### config.mk
export PLATFORM = sky130hd
export DESIGN_NAME = exc_entry_seq
export DESIGN_NICKNAME = d
export VERILOG_FILES = /design/src/rtl/exc_entry_seq.sv
export SDC_FILE = /design/constraint.sdc
export NUM_CORES = 1
export LEC_CHECK = 0
export CORE_ASPECT_RATIO = 1.2
export CORE_UTILIZATION = 45
export CTS_CLUSTER_SIZE = 28
export DETAILED_ROUTE_END_ITERATION = 12
export DONT_BUFFER_PORTS = 1
export PLACE_DENSITY_LB_ADDON = 0.1
export SLEW_MARGIN = 20
export SYNTH_ARGS = -nofsm -noshare
export SYNTH_HDL_FRONTEND = slang
export SYNTH_SLANG_ARGS = --single-unit
export TNS_END_PERCENT = 100
### constraint.sdc
create_clock -name clk -period 4.5 [get_ports clk]
set_input_delay 1.125 -clock clk [delete_from_list [all_inputs] [get_ports clk]]
set_output_delay 1.125 -clock clk [all_outputs]
set_load 0.02 [all_outputs]
### src/rtl/exc_entry_seq.sv
module exc_entry_seq #(
  parameter int VEC_W     = 8,
  parameter int IFLAG_BIT = 8,
  parameter int IRQ_FLOOR = 48
) (
  input  logic             clk,
  input  logic             rst_n,
  input  logic [31:0]      pc_i,
  input  logic [31:0]      ccs_i,
  input  logic [31:0]      ebp_i,
  input  logic             brk_req_i,
  input  logic [VEC_W-1:0] brk_vec_i,
  input  logic             mmu_req_i,
  input  logic [VEC_W-1:0] mmu_vec_i,
  input  logic             irq_req_i,
  input  logic [VEC_W-1:0] irq_vec_i,
  output logic             rd_valid_o,
  output logic [31:0]      rd_addr_o,
  input  logic             rd_ready_i,
  input  logic             rd_rvalid_i,
  input  logic [31:0]      rd_data_i,
  output logic             busy_o,
  output logic             commit_o,
  output logic [31:0]      pc_o,
  output logic [31:0]      erp_o,
  output logic [31:0]      ccs_o
);

  localparam int PAD_W = 32 - VEC_W - 2;

  typedef enum logic [1:0] {S_IDLE, S_REQ, S_RSP} st_t;
  st_t st;

  logic [31:0]      addr_q, ret_q, ccs_nx_q, pc_q, erp_q, ccs_q;
  logic             ret_we_q, commit_q;
  logic [VEC_W-1:0] vec;

  wire irq_ok = irq_req_i && (irq_vec_i >= VEC_W'(IRQ_FLOOR)) && ccs_i[IFLAG_BIT];
  wire take   = (st == S_IDLE) && (brk_req_i || mmu_req_i || irq_ok);

  always_comb begin
    if (brk_req_i)      vec = brk_vec_i;
    else if (mmu_req_i) vec = mmu_vec_i;
    else                vec = irq_vec_i;
  end

  always_ff @(posedge clk) begin
    if (!rst_n) begin
      st       <= S_IDLE;
      addr_q   <= '0;
      ret_q    <= '0;
      ret_we_q <= 1'b0;
      ccs_nx_q <= '0;
      pc_q     <= '0;
      erp_q    <= '0;
      ccs_q    <= '0;
      commit_q <= 1'b0;
    end else begin
      commit_q <= 1'b0;
      case (st)
        S_IDLE: if (take) begin
          st       <= S_REQ;
          addr_q   <= ebp_i + {{PAD_W{1'b0}}, vec, 2'b00};
          ret_q    <= brk_req_i ? pc_i + 32'd2 : pc_i;
          ret_we_q <= brk_req_i || !mmu_req_i;
          ccs_nx_q <= {ccs_i[31:30], 30'(ccs_i[29:0] << 10)};
        end
        S_REQ: if (rd_ready_i) st <= S_RSP;
        S_RSP: if (rd_rvalid_i) begin
          st       <= S_IDLE;
          pc_q     <= rd_data_i;
          ccs_q    <= ccs_nx_q;
          if (ret_we_q) erp_q <= ret_q;
          commit_q <= 1'b1;
        end
        default: st <= S_IDLE;
      endcase
    end
  end

  assign rd_valid_o = (st == S_REQ);
  assign rd_addr_o  = addr_q;
  assign busy_o     = (st != S_IDLE);
  assign commit_o   = commit_q;
  assign pc_o       = pc_q;
  assign erp_o      = erp_q;
  assign ccs_o      = ccs_q;

  AST_ADDR_HELD: assert property (@(posedge clk) disable iff (!rst_n)
    rd_valid_o && !rd_ready_i |=> rd_valid_o && $stable(rd_addr_o));
  AST_IDLE_NO_READ: assert property (@(posedge clk) disable iff (!rst_n)
    !busy_o |-> !rd_valid_o);
  AST_COMMIT_ON_DATA: assert property (@(posedge clk) disable iff (!rst_n)
    busy_o && !rd_valid_o && rd_rvalid_i |=> commit_o && !busy_o);
  AST_COMMIT_PULSE: assert property (@(posedge clk) disable iff (!rst_n)
    commit_o |=> !commit_o);
  AST_REGS_QUIET: assert property (@(posedge clk) disable iff (!rst_n)
    !commit_o |-> $stable(pc_o) && $stable(erp_o) && $stable(ccs_o));
  AST_CCS_LOW_CLEAR: assert property (@(posedge clk) disable iff (!rst_n)
    commit_o |-> ccs_o[9:0] == 10'd0);

endmodule

==> reports/summary.md, run 1 <==
- **kind of start point of the critical path** input pin
- **hpwl dp** 13200 µm
- **source of the worst register-to-register timing path** st[1]
- **critical path data required time** 4.85 ns
- **count of flip-flops with a built-in enable after synthesis** 0
- **number of cells traversed by the worst register-to-register path** 5
- **Area growth syn-to-layout** 8.89%
- **fraction of layout instances using a drive strength above 1** 0.0586
- **P_leak** 2.93 nW
- **Worst Path Class, Setup** input pin to flip-flop
- **wire length of the first global-routing pass** 30900 µm
- **final hold violation count** 0
- **worst setup path startpoint** mmu_req_i
- **fraction of registers with async set or reset after synthesis** 0
- **Final setup violation count** 0
- **quantity of hold-fixing buffers added after cts** 0
- **flops & latches, synth** 176
- **status** finished, final reports clean
- **count leader, synth** nand2_1
- **critical path cell sequence** mux2i_1 -> o21ai_0 -> ha_1 -> inv_1 -> fa_1 -> nor2b_1 -> o31ai_1 -> a21o_1 -> or4_1 -> a311oi_1
- **number of pins exceeding their max-slew limit in the final report** 0
- **via count of the first global-routing pass** 5996
- **cell area after synthesis** 7760 µm²
- **vias per cell** 5.58
- **total number of vias** 6538
- **path length in cells of the critical path** 10
- **Post-Route Utilization** 0.501
- **width of the die** 122 µm
- **Core Footprint** 16900 µm²
- **slowest CP cell** or4_1
- **largest net degree at the start of global routing** 87
- **Initial Util** 0.460
- **TritonRoute pass-1 iters** 4
- **largest cells by area after synthesis** dfxtp_1 45%, nand2_1 13%, a21oi_1 8.7%
- **CTS HTree Levels** 4
- **least setup slack across all paths after layout** 1.29 ns
- **startpoint of the tightest hold check path** ret_q[16]
- **count of buffers inserted at the top-level ports** 0
- **RSZ-0062 raised after global routing** false
- **global placement routability congestion** 0.786
- **kind of end point of the critical path** flip-flop
- **transition time at the pin with the least slew margin** 0.823 ns
- **Worst path top cell family by delay** compound AO/OA/AOI/OAI gates
- **number of top-level pins** 290
- **All-Layer GR Usage** 0.219
- **time the worst path needs with I/O delays and setup** 3.21 ns
- **reg-to-reg critical path endpoint** ret_q[5]
- **Fin Clk Skew** 0.0138 ns
- **net count of the finished layout** 1112
- **Maximum Capacitance Violations** 0
- **primary flip-flop cell chosen by synthesis mapping** dfxtp_1
- **data arrival time of the worst path** 3.55 ns
- **Inserted Diodes** 0
- **total power per unit cell area** 435 nW/µm²
- **highest ir drop seen on vdd** 0.216 mV
- **Synth cell types** 53
- **top-area cell type share of the netlist area** 0.454
- **largest stage delay on the critical path** 0.57 ns
- **CTS tree** yes
- **worst-skew pair later-pin latency** 0.44 ns
- **highest fanout seen on the critical path** 19
- **fraction of the cycle the final worst path needs** 0.712
- **number of buffer and inverter stages on the critical path** 1
- **cell chosen for the clock root** clkbuf_16
- **kind of path behind the tightest hold check** flip-flop to flip-flop
- **proportion of synthesized chip area in sequential cells** 0.454
- **initial antenna violation count** 0
- **drt initial violations** 396
- **number of resized instances in the post-cts repair step** 0
- **average detailed-routed wire length per instance** 16.5 µm
- **most instantiated cells after synthesis** 260 x nand2_1, 176 x dfxtp_1, 135 x a21oi_1
- **number of warning messages in the yosys log** 0
- **# Post-CTS Setup Buffers** 0
- **total power consumption of the routed design** 3.67 mW
- **Worst R2R Setup Slack** 1.87 ns
- **maximum number of buffers from clock root to sink** 2
- **CTS sink count** 176
- **worst hold endpoint** erp_o[16]
- **maximum clock rate** 0.312 GHz
- **CTS Buf Count** 17
- **Final ANT Viol Nets** 0
- **Setup Total Neg Slack** 0 ns
- **die height** 146 µm
- **cell accounting for the most synthesized area** dfxtp_1
- **worst slack, placed** 0.832 ns
- **number of cells on the worst hold path** 2
- **Placement Rows** 52
- **max_slew headroom** 0.444
- **routed wire length** 19400 µm
- **number of instances in the synthesized netlist** 981
- **total grt overflow** 0
- **post-synthesis area per instance** 7.91 µm²
- **Reg clk slew, reported paths** 0.08 ns
- **DRC Markers** 0
- **die area** 17800 µm²
==> metal layers <==
| layer | vias to the layer above | track usage | wire [µm] |
|---|---|---|---|
| li1 | 3324 | - | - |
| met1 | 2985 | 0.266 | 8090 |
| met2 | 202 | 0.351 | 9110 |
| met3 | 27 | 0.0745 | 1750 |
| met4 | 0 | 0.0877 | 439 |
| met5 | - | 0 | 0 |
==> cell usage in the layout, fill, tap and decap left out, types with 3 or more instances in the layout <==
cell type	netlist	routed
mux2i_1	9	9
nor3b_1	3	3
or4_1	18	18
a211oi_1	16	15
o21ai_0	50	50
o31ai_1	21	21
a311oi_1	10	10
xor2_1	11	11
nor3_1	6	6
inv_1	17	16
ha_1	9	9
and4_1	4	4
xnor2_1	15	15
nor4_1	3	3
inv_8	0	4
and2_1	5	5
buf_4	11	11
nand4_1	9	9
and3_1	6	6
a21o_1	4	4
nor2_1	32	32
clkinv_4	0	3
a21oi_1	135	135
or2_2	3	3
clkinv_8	0	4
nand3_1	25	25
or3_1	9	9
nor2b_1	3	3
a31oi_1	18	18
conb_1	1	10
clkbuf_16	0	17
dfxtp_1	176	176
nand2_1	260	260
==> tightest hold or removal path, stage by stage, from the launching register on <==
cell and delay [ns]:
dfxtp_1 0.31, nand2_1 0.05, a21oi_1 0.05
==> through the flow <==
step                hold slack (ns)  area, µm²  std cells
finish                        0.450       8450       1172
global route                  0.465       8450       1172
CTS                           0.452       8450       1172
detailed placement            0.440       7840       1140
global placement              0.436       7840       1140
floorplan                     0.429       7790        990
==> kinds of logic after synthesis <==
family                     synth area share
AOI/OAI and AO/OA                     0.199
buffers and inverters                0.0511
and+or+nand+nor                       0.237
other                              0.000483
muxes                                0.0116
xor gates and xnor gates             0.0294
adders and majority gates            0.0171
DFF                                   0.454
==> worst max path at each step <==
stage	endpoint	slack, ns
finish	rd_addr_o[22]	1.29
global route	rd_addr_o[24]	1.07
CTS	rd_addr_o[24]	1.30
detailed placement	rd_addr_o[20]	0.83
global placement	rd_addr_o[22]	0.85
floorplan	rd_addr_o[17]	0.78
==> sequential cells by signal (all words and copies together) (netlist names) <==
name       flops
ccs_nx_q      22
ccs_o         22
commit_o       1
erp_o         32
pc_o          32
rd_addr_o     32
ret_q         32
ret_we_q       1
st             2
==> report_power, final <==
part           internal (mW)  switching [mW]
sequential              1.66           0.121
clock                  0.759           0.746
combinational          0.141           0.246
==> cell type report <==
cell class | count | area [µm²]
fill | 1722 | 8410
tap | 216 | 270
timing repair buffer | 11 | 82.6
multi-input combinational | 720 | 3890
clock inverter | 15 | 185
clock buffer | 17 | 425
inverter | 17 | 66.3
sequential | 176 | 3520
Note: power is estimated with default switching activity, not from simulation.
==> run 2, diff against run 1 <==
==> constraint.sdc (replaced) <==
create_clock -name clk -period 3.1 [get_ports clk]
set_input_delay 0.775 -clock clk [delete_from_list [all_inputs] [get_ports clk]]
set_output_delay 0.775 -clock clk [all_outputs]
set_load 0.02 [all_outputs]
==> reports/summary.md, run 2 (synthesis results as in run 1) <==
- **status** finished, final reports clean
- **standard cell area after detailed placement** 7970 µm²
- **Core Footprint** 16900 µm²
- **data arrival time of the worst path** 3.07 ns
- **count of buffers inserted at the top-level ports** 0
- **Fin Clk Skew** 0.0178 ns
- **Post-Route Utilization** 0.511
- **TritonRoute pass-1 iters** 4
- **post-route worst hold slack** 0.443 ns
- **total power consumption of the routed design** 5.48 mW
- **CTS tree** yes
- **All-Layer GR Usage** 0.217
- **maximum number of buffers from clock root to sink** 2
- **Final setup violation count** 0
- **top library cells by usage in the layout, fill and taps aside** 260 x nand2_1, 176 x dfxtp_1, 135 x a21oi_1
- **vias per cell** 5.51
- **kind of path behind the tightest hold check** flip-flop to flip-flop
- **kind of start point of the critical path** input pin
- **RSZ-0062 raised after global routing** false
- **# Post-CTS Setup Buffers** 0
- **largest net degree at the start of global routing** 62
- **Placement Rows** 52
- **placed cells** 1151
- **largest stage delay on the critical path** 0.50 ns
- **CTS sink count** 176
- **Initial Util** 0.460
- **Reg clk slew, reported paths** 0.08 ns
- **most common cell after layout, fill and taps aside** nand2_1
- **die height** 146 µm
- **worst setup path startpoint** mmu_req_i
- **fraction of the cycle the final worst path needs** 0.872
- **maximum clock rate** 0.370 GHz
- **DRC Markers** 0
- **initial antenna violation count** 0
- **Maximum Capacitance Violations** 0
- **CTS HTree Levels** 4
- **Inserted Diodes** 0
- **CTS Buf Count** 17
- **P_leak** 3.00 nW
- **kind of end point of the critical path** flip-flop
- **highest ir drop seen on vdd** 0.377 mV
- **total power per unit cell area** 637 nW/µm²
- **drt initial violations** 326
- **via count of the first global-routing pass** 5952
- **Final ANT Viol Nets** 0
- **final hold violation count** 0
- **critical path data required time** 3.46 ns
- **Area growth syn-to-layout** 11.0%
- **Setup Total Neg Slack** 0 ns
- **wire length of the first global-routing pass** 30700 µm
- **time the worst path needs with I/O delays and setup** 2.70 ns
- **total number of vias** 6520
- **average detailed-routed wire length per instance** 16.5 µm
- **source of the worst register-to-register timing path** st[1]
- **global placement routability congestion** 0.801
- **highest fanout seen on the critical path** 13
- **startpoint of the tightest hold check path** ret_q[0]
- **least setup slack across all paths after layout** 0.398 ns
- **cell chosen for the clock root** clkbuf_16
- **total grt overflow** 0
- **hpwl dp** 13500 µm
- **number of top-level pins** 290
- **worst-skew pair later-pin latency** 0.44 ns
- **width of the die** 122 µm
- **net count of the finished layout** 1123
- **fin area** 8610 µm²
- **quantity of hold-fixing buffers added after cts** 0
- **max_slew headroom** 0.573
- **transition time at the pin with the least slew margin** 0.641 ns
- **filler-free cell count of the finished design** 1183
- **worst slack, placed** -0.0299 ns
- **routed wire length** 19600 µm
- **Worst Path Class, Setup** input pin to flip-flop
- **die area** 17800 µm²
- **number of resized instances in the post-cts repair step** 0
- **slowest CP cell** or4_1
- **critical path cell sequence** mux2i_1 -> o21ai_1 -> ha_2 -> inv_1 -> fa_2 -> nor2b_2 -> o31ai_2 -> a21o_1 -> buf_4 -> or4_1 -> a31oi_1
- **fraction of layout instances using a drive strength above 1** 0.0734
- **number of pins exceeding their max-slew limit in the final report** 0
## run 2: cell count changes in the layout (fill, tap and decap cells not counted), moves of 2 or more
cell and change:
bufinv_16 +2, clkinv_4 -3, buf_12 +3, buf_4 +8
## run 2: per-layer routing
| metal | vias to the layer above | global-route usage | wire [µm] | part of all wire |
|---|---|---|---|---|
| met5 | - | 0 | 0 | 0 |
| met4 | 0 | 0.0636 | 185 | 0.0095 |
| met3 | 14 | 0.0768 | 1880 | 0.096 |
| met2 | 199 | 0.358 | 9180 | 0.47 |
| met1 | 2977 | 0.263 | 8320 | 0.43 |
| li1 | 3330 | - | - | - |
## run 2: where the power goes
part	switching, mW	total (mW)	internal (mW)
combinational	0.364	0.594	0.230
clock	1.05	2.30	1.25
sequential	0.174	2.58	2.41
total	1.59	5.48	3.89
## run 2: worst max-delay path, delay by kind of cell
family,cells,cell delay [ns]
AOI/OAI and AO/OA,4,0.71
and+or+nand+nor,2,0.66
adders and majority gates,2,0.55
buffers and inverters,2,0.26
muxes,1,0.10
## run 2: path summary, 6_finish.rpt
kind / end / slack (ns) / depth (start not counted)
hold / removal: erp_o[0] / 0.44 / 2
setup / recovery: rd_addr_o[16] / 0.40 / 11
setup reg to reg: rd_addr_o[20] / 0.96 / 5
hold reg to reg: erp_o[0] / 0.44 / 2
## run 2: final cells by class
cell class	count	area [µm²]
Sequential cell	176	3520
Tap cell	216	270
Fill cell	1670	8240
Clock buffer	17	425
Clock inverter	15	214
Inverter	17	66.3
Timing Repair Buffer	22	203
Multi-Input combinational cell	720	3910
==> run 3, diff against run 2 <==
--- a/config.mk
+++ b/config.mk
@@ -10,6 +10,7 @@
 export CTS_CLUSTER_SIZE = 28
 export DETAILED_ROUTE_END_ITERATION = 12
 export DONT_BUFFER_PORTS = 1
+export MAX_ROUTING_LAYER = met4
 export PLACE_DENSITY_LB_ADDON = 0.1
 export SLEW_MARGIN = 20
 export SYNTH_ARGS = -nofsm -noshare
==> reports/summary.md, run 3 (synthesis results as in run 1) <==
- **hpwl dp** 13500 µm
- **global placement routability congestion** 0.817
- **RSZ-0062 raised after global routing** false
- **maximum number of buffers from clock root to sink** 2
- **final hold violation count** 0
- **highest fanout seen on the critical path** 13
- **fill cell count** 1670
- **maximum clock rate** 0.371 GHz
- **initial antenna violation count** 0
- **number of pins exceeding their max-slew limit in the final report** 0
- **placed cells** 1151
- **most common cell after layout, fill and taps aside** nand2_1
- **P_leak** 3.00 nW
- **kind of end point of the critical path** flip-flop
- **critical path cell sequence** mux2i_1 -> o21ai_1 -> ha_2 -> inv_1 -> fa_2 -> nor2b_2 -> o31ai_2 -> a21o_1 -> buf_4 -> or4_1 -> a31oi_1
- **number of resized instances in the post-cts repair step** 0
- **post-route worst hold slack** 0.443 ns
- **Core Footprint** 16900 µm²
- **CTS sink count** 176
- **vias per cell** 5.51
- **via count of the first global-routing pass** 5967
- **Maximum Capacitance Violations** 0
- **slowest CP cell** or4_1
- **CTS HTree Levels** 4
- **data arrival time of the worst path** 3.06 ns
- **largest stage delay on the critical path** 0.50 ns
- **count of buffers inserted at the top-level ports** 0
- **Setup Total Neg Slack** 0 ns
- **total power consumption of the routed design** 5.48 mW
- **total number of vias** 6517
- **Initial Util** 0.460
- **die area** 17800 µm²
- **fraction of the cycle the final worst path needs** 0.870
- **Placement Rows** 52
- **total power per unit cell area** 637 nW/µm²
- **kind of path behind the tightest hold check** flip-flop to flip-flop
- **Inserted Diodes** 0
- **net count of the finished layout** 1123
- **routed wire length** 19500 µm
- **drt initial violations** 303
- **fraction of layout instances using a drive strength above 1** 0.0734
- **transition time at the pin with the least slew margin** 0.643 ns
- **largest net degree at the start of global routing** 62
- **number of top-level pins** 290
- **quantity of hold-fixing buffers added after cts** 0
- **time the worst path needs with I/O delays and setup** 2.70 ns
- **critical path data required time** 3.47 ns
- **least setup slack across all paths after layout** 0.402 ns
- **Area growth syn-to-layout** 11.0%
- **cell chosen for the clock root** clkbuf_16
- **filler-free cell count of the finished design** 1183
- **All-Layer GR Usage** 0.224
- **status** finished, final reports clean
- **kind of start point of the critical path** input pin
- **Final setup violation count** 0
- **top library cells by usage in the layout, fill and taps aside** 260 x nand2_1, 176 x dfxtp_1, 135 x a21oi_1
- **width of the die** 122 µm
- **die height** 146 µm
- **CTS Buf Count** 17
- **worst slack, placed** -0.0299 ns
- **total grt overflow** 0
- **Worst R2R Setup Slack** 0.96 ns
- **average detailed-routed wire length per instance** 16.5 µm
- **# Post-CTS Setup Buffers** 0
- **wire length of the first global-routing pass** 30700 µm
- **Final ANT Viol Nets** 0
- **Worst Path Class, Setup** input pin to flip-flop
- **highest ir drop seen on vdd** 0.378 mV
- **CTS tree** yes
- **Fin Clk Skew** 0.0177 ns
- **TritonRoute pass-1 iters** 4
- **worst-skew pair later-pin latency** 0.44 ns
- **DRC Markers** 0
- **Reg clk slew, reported paths** 0.08 ns
- **max_slew headroom** 0.571
## run 3: layout make-up
type / count / area [µm²] / share of cell area
sequential: 176 / 3520 / 0.409
timing repair buffer: 22 / 203 / 0.0235
multi-input combinational: 720 / 3910 / 0.454
clock buffer: 17 / 425 / 0.0494
inverter: 17 / 66.3 / 0.00770
tap: 216 / 270 / 0.0314
clock inverter: 15 / 214 / 0.0249
## run 3: power breakdown
group	internal (mW)	total (mW)	switching, mW	leakage, nW
Sequential	2.41	2.58	0.174	1.44
Combinational	0.230	0.593	0.363	1.26
Clock	1.25	2.30	1.05	0.305
Total	3.89	5.48	1.59	3.00
## run 3: through the flow
step	area (µm²)	utilization
floorplan	7820	-
global placement	7970	0.473
detailed placement	7970	0.473
CTS	8610	0.511
global route	8610	0.511
finish	8610	0.511
## run 3: metal layers
metal  wire length (µm)  global-route usage  share of wire
met1               8290               0.268           0.42
met5                  0                   -              0
met2               9200               0.357           0.47
met4                224              0.0673          0.011
met3               1790              0.0690          0.092
## run 3: final timing paths
kind / from / to / depth (start not counted)
setup reg to reg: st[1] / rd_addr_o[22] / 5
hold reg to reg: ret_q[0] / erp_o[0] / 2
setup / recovery: mmu_req_i / rd_addr_o[16] / 11
hold / removal: ret_q[0] / erp_o[0] / 2
## run 3: worst max-delay path: cells and delay by family
kind	cells	cell delay [ns]
muxes	1	0.10
buffers and inverters	2	0.26
adders and majority gates	2	0.55
and+or+nand+nor	2	0.66
AOI/OAI and AO/OA	4	0.71
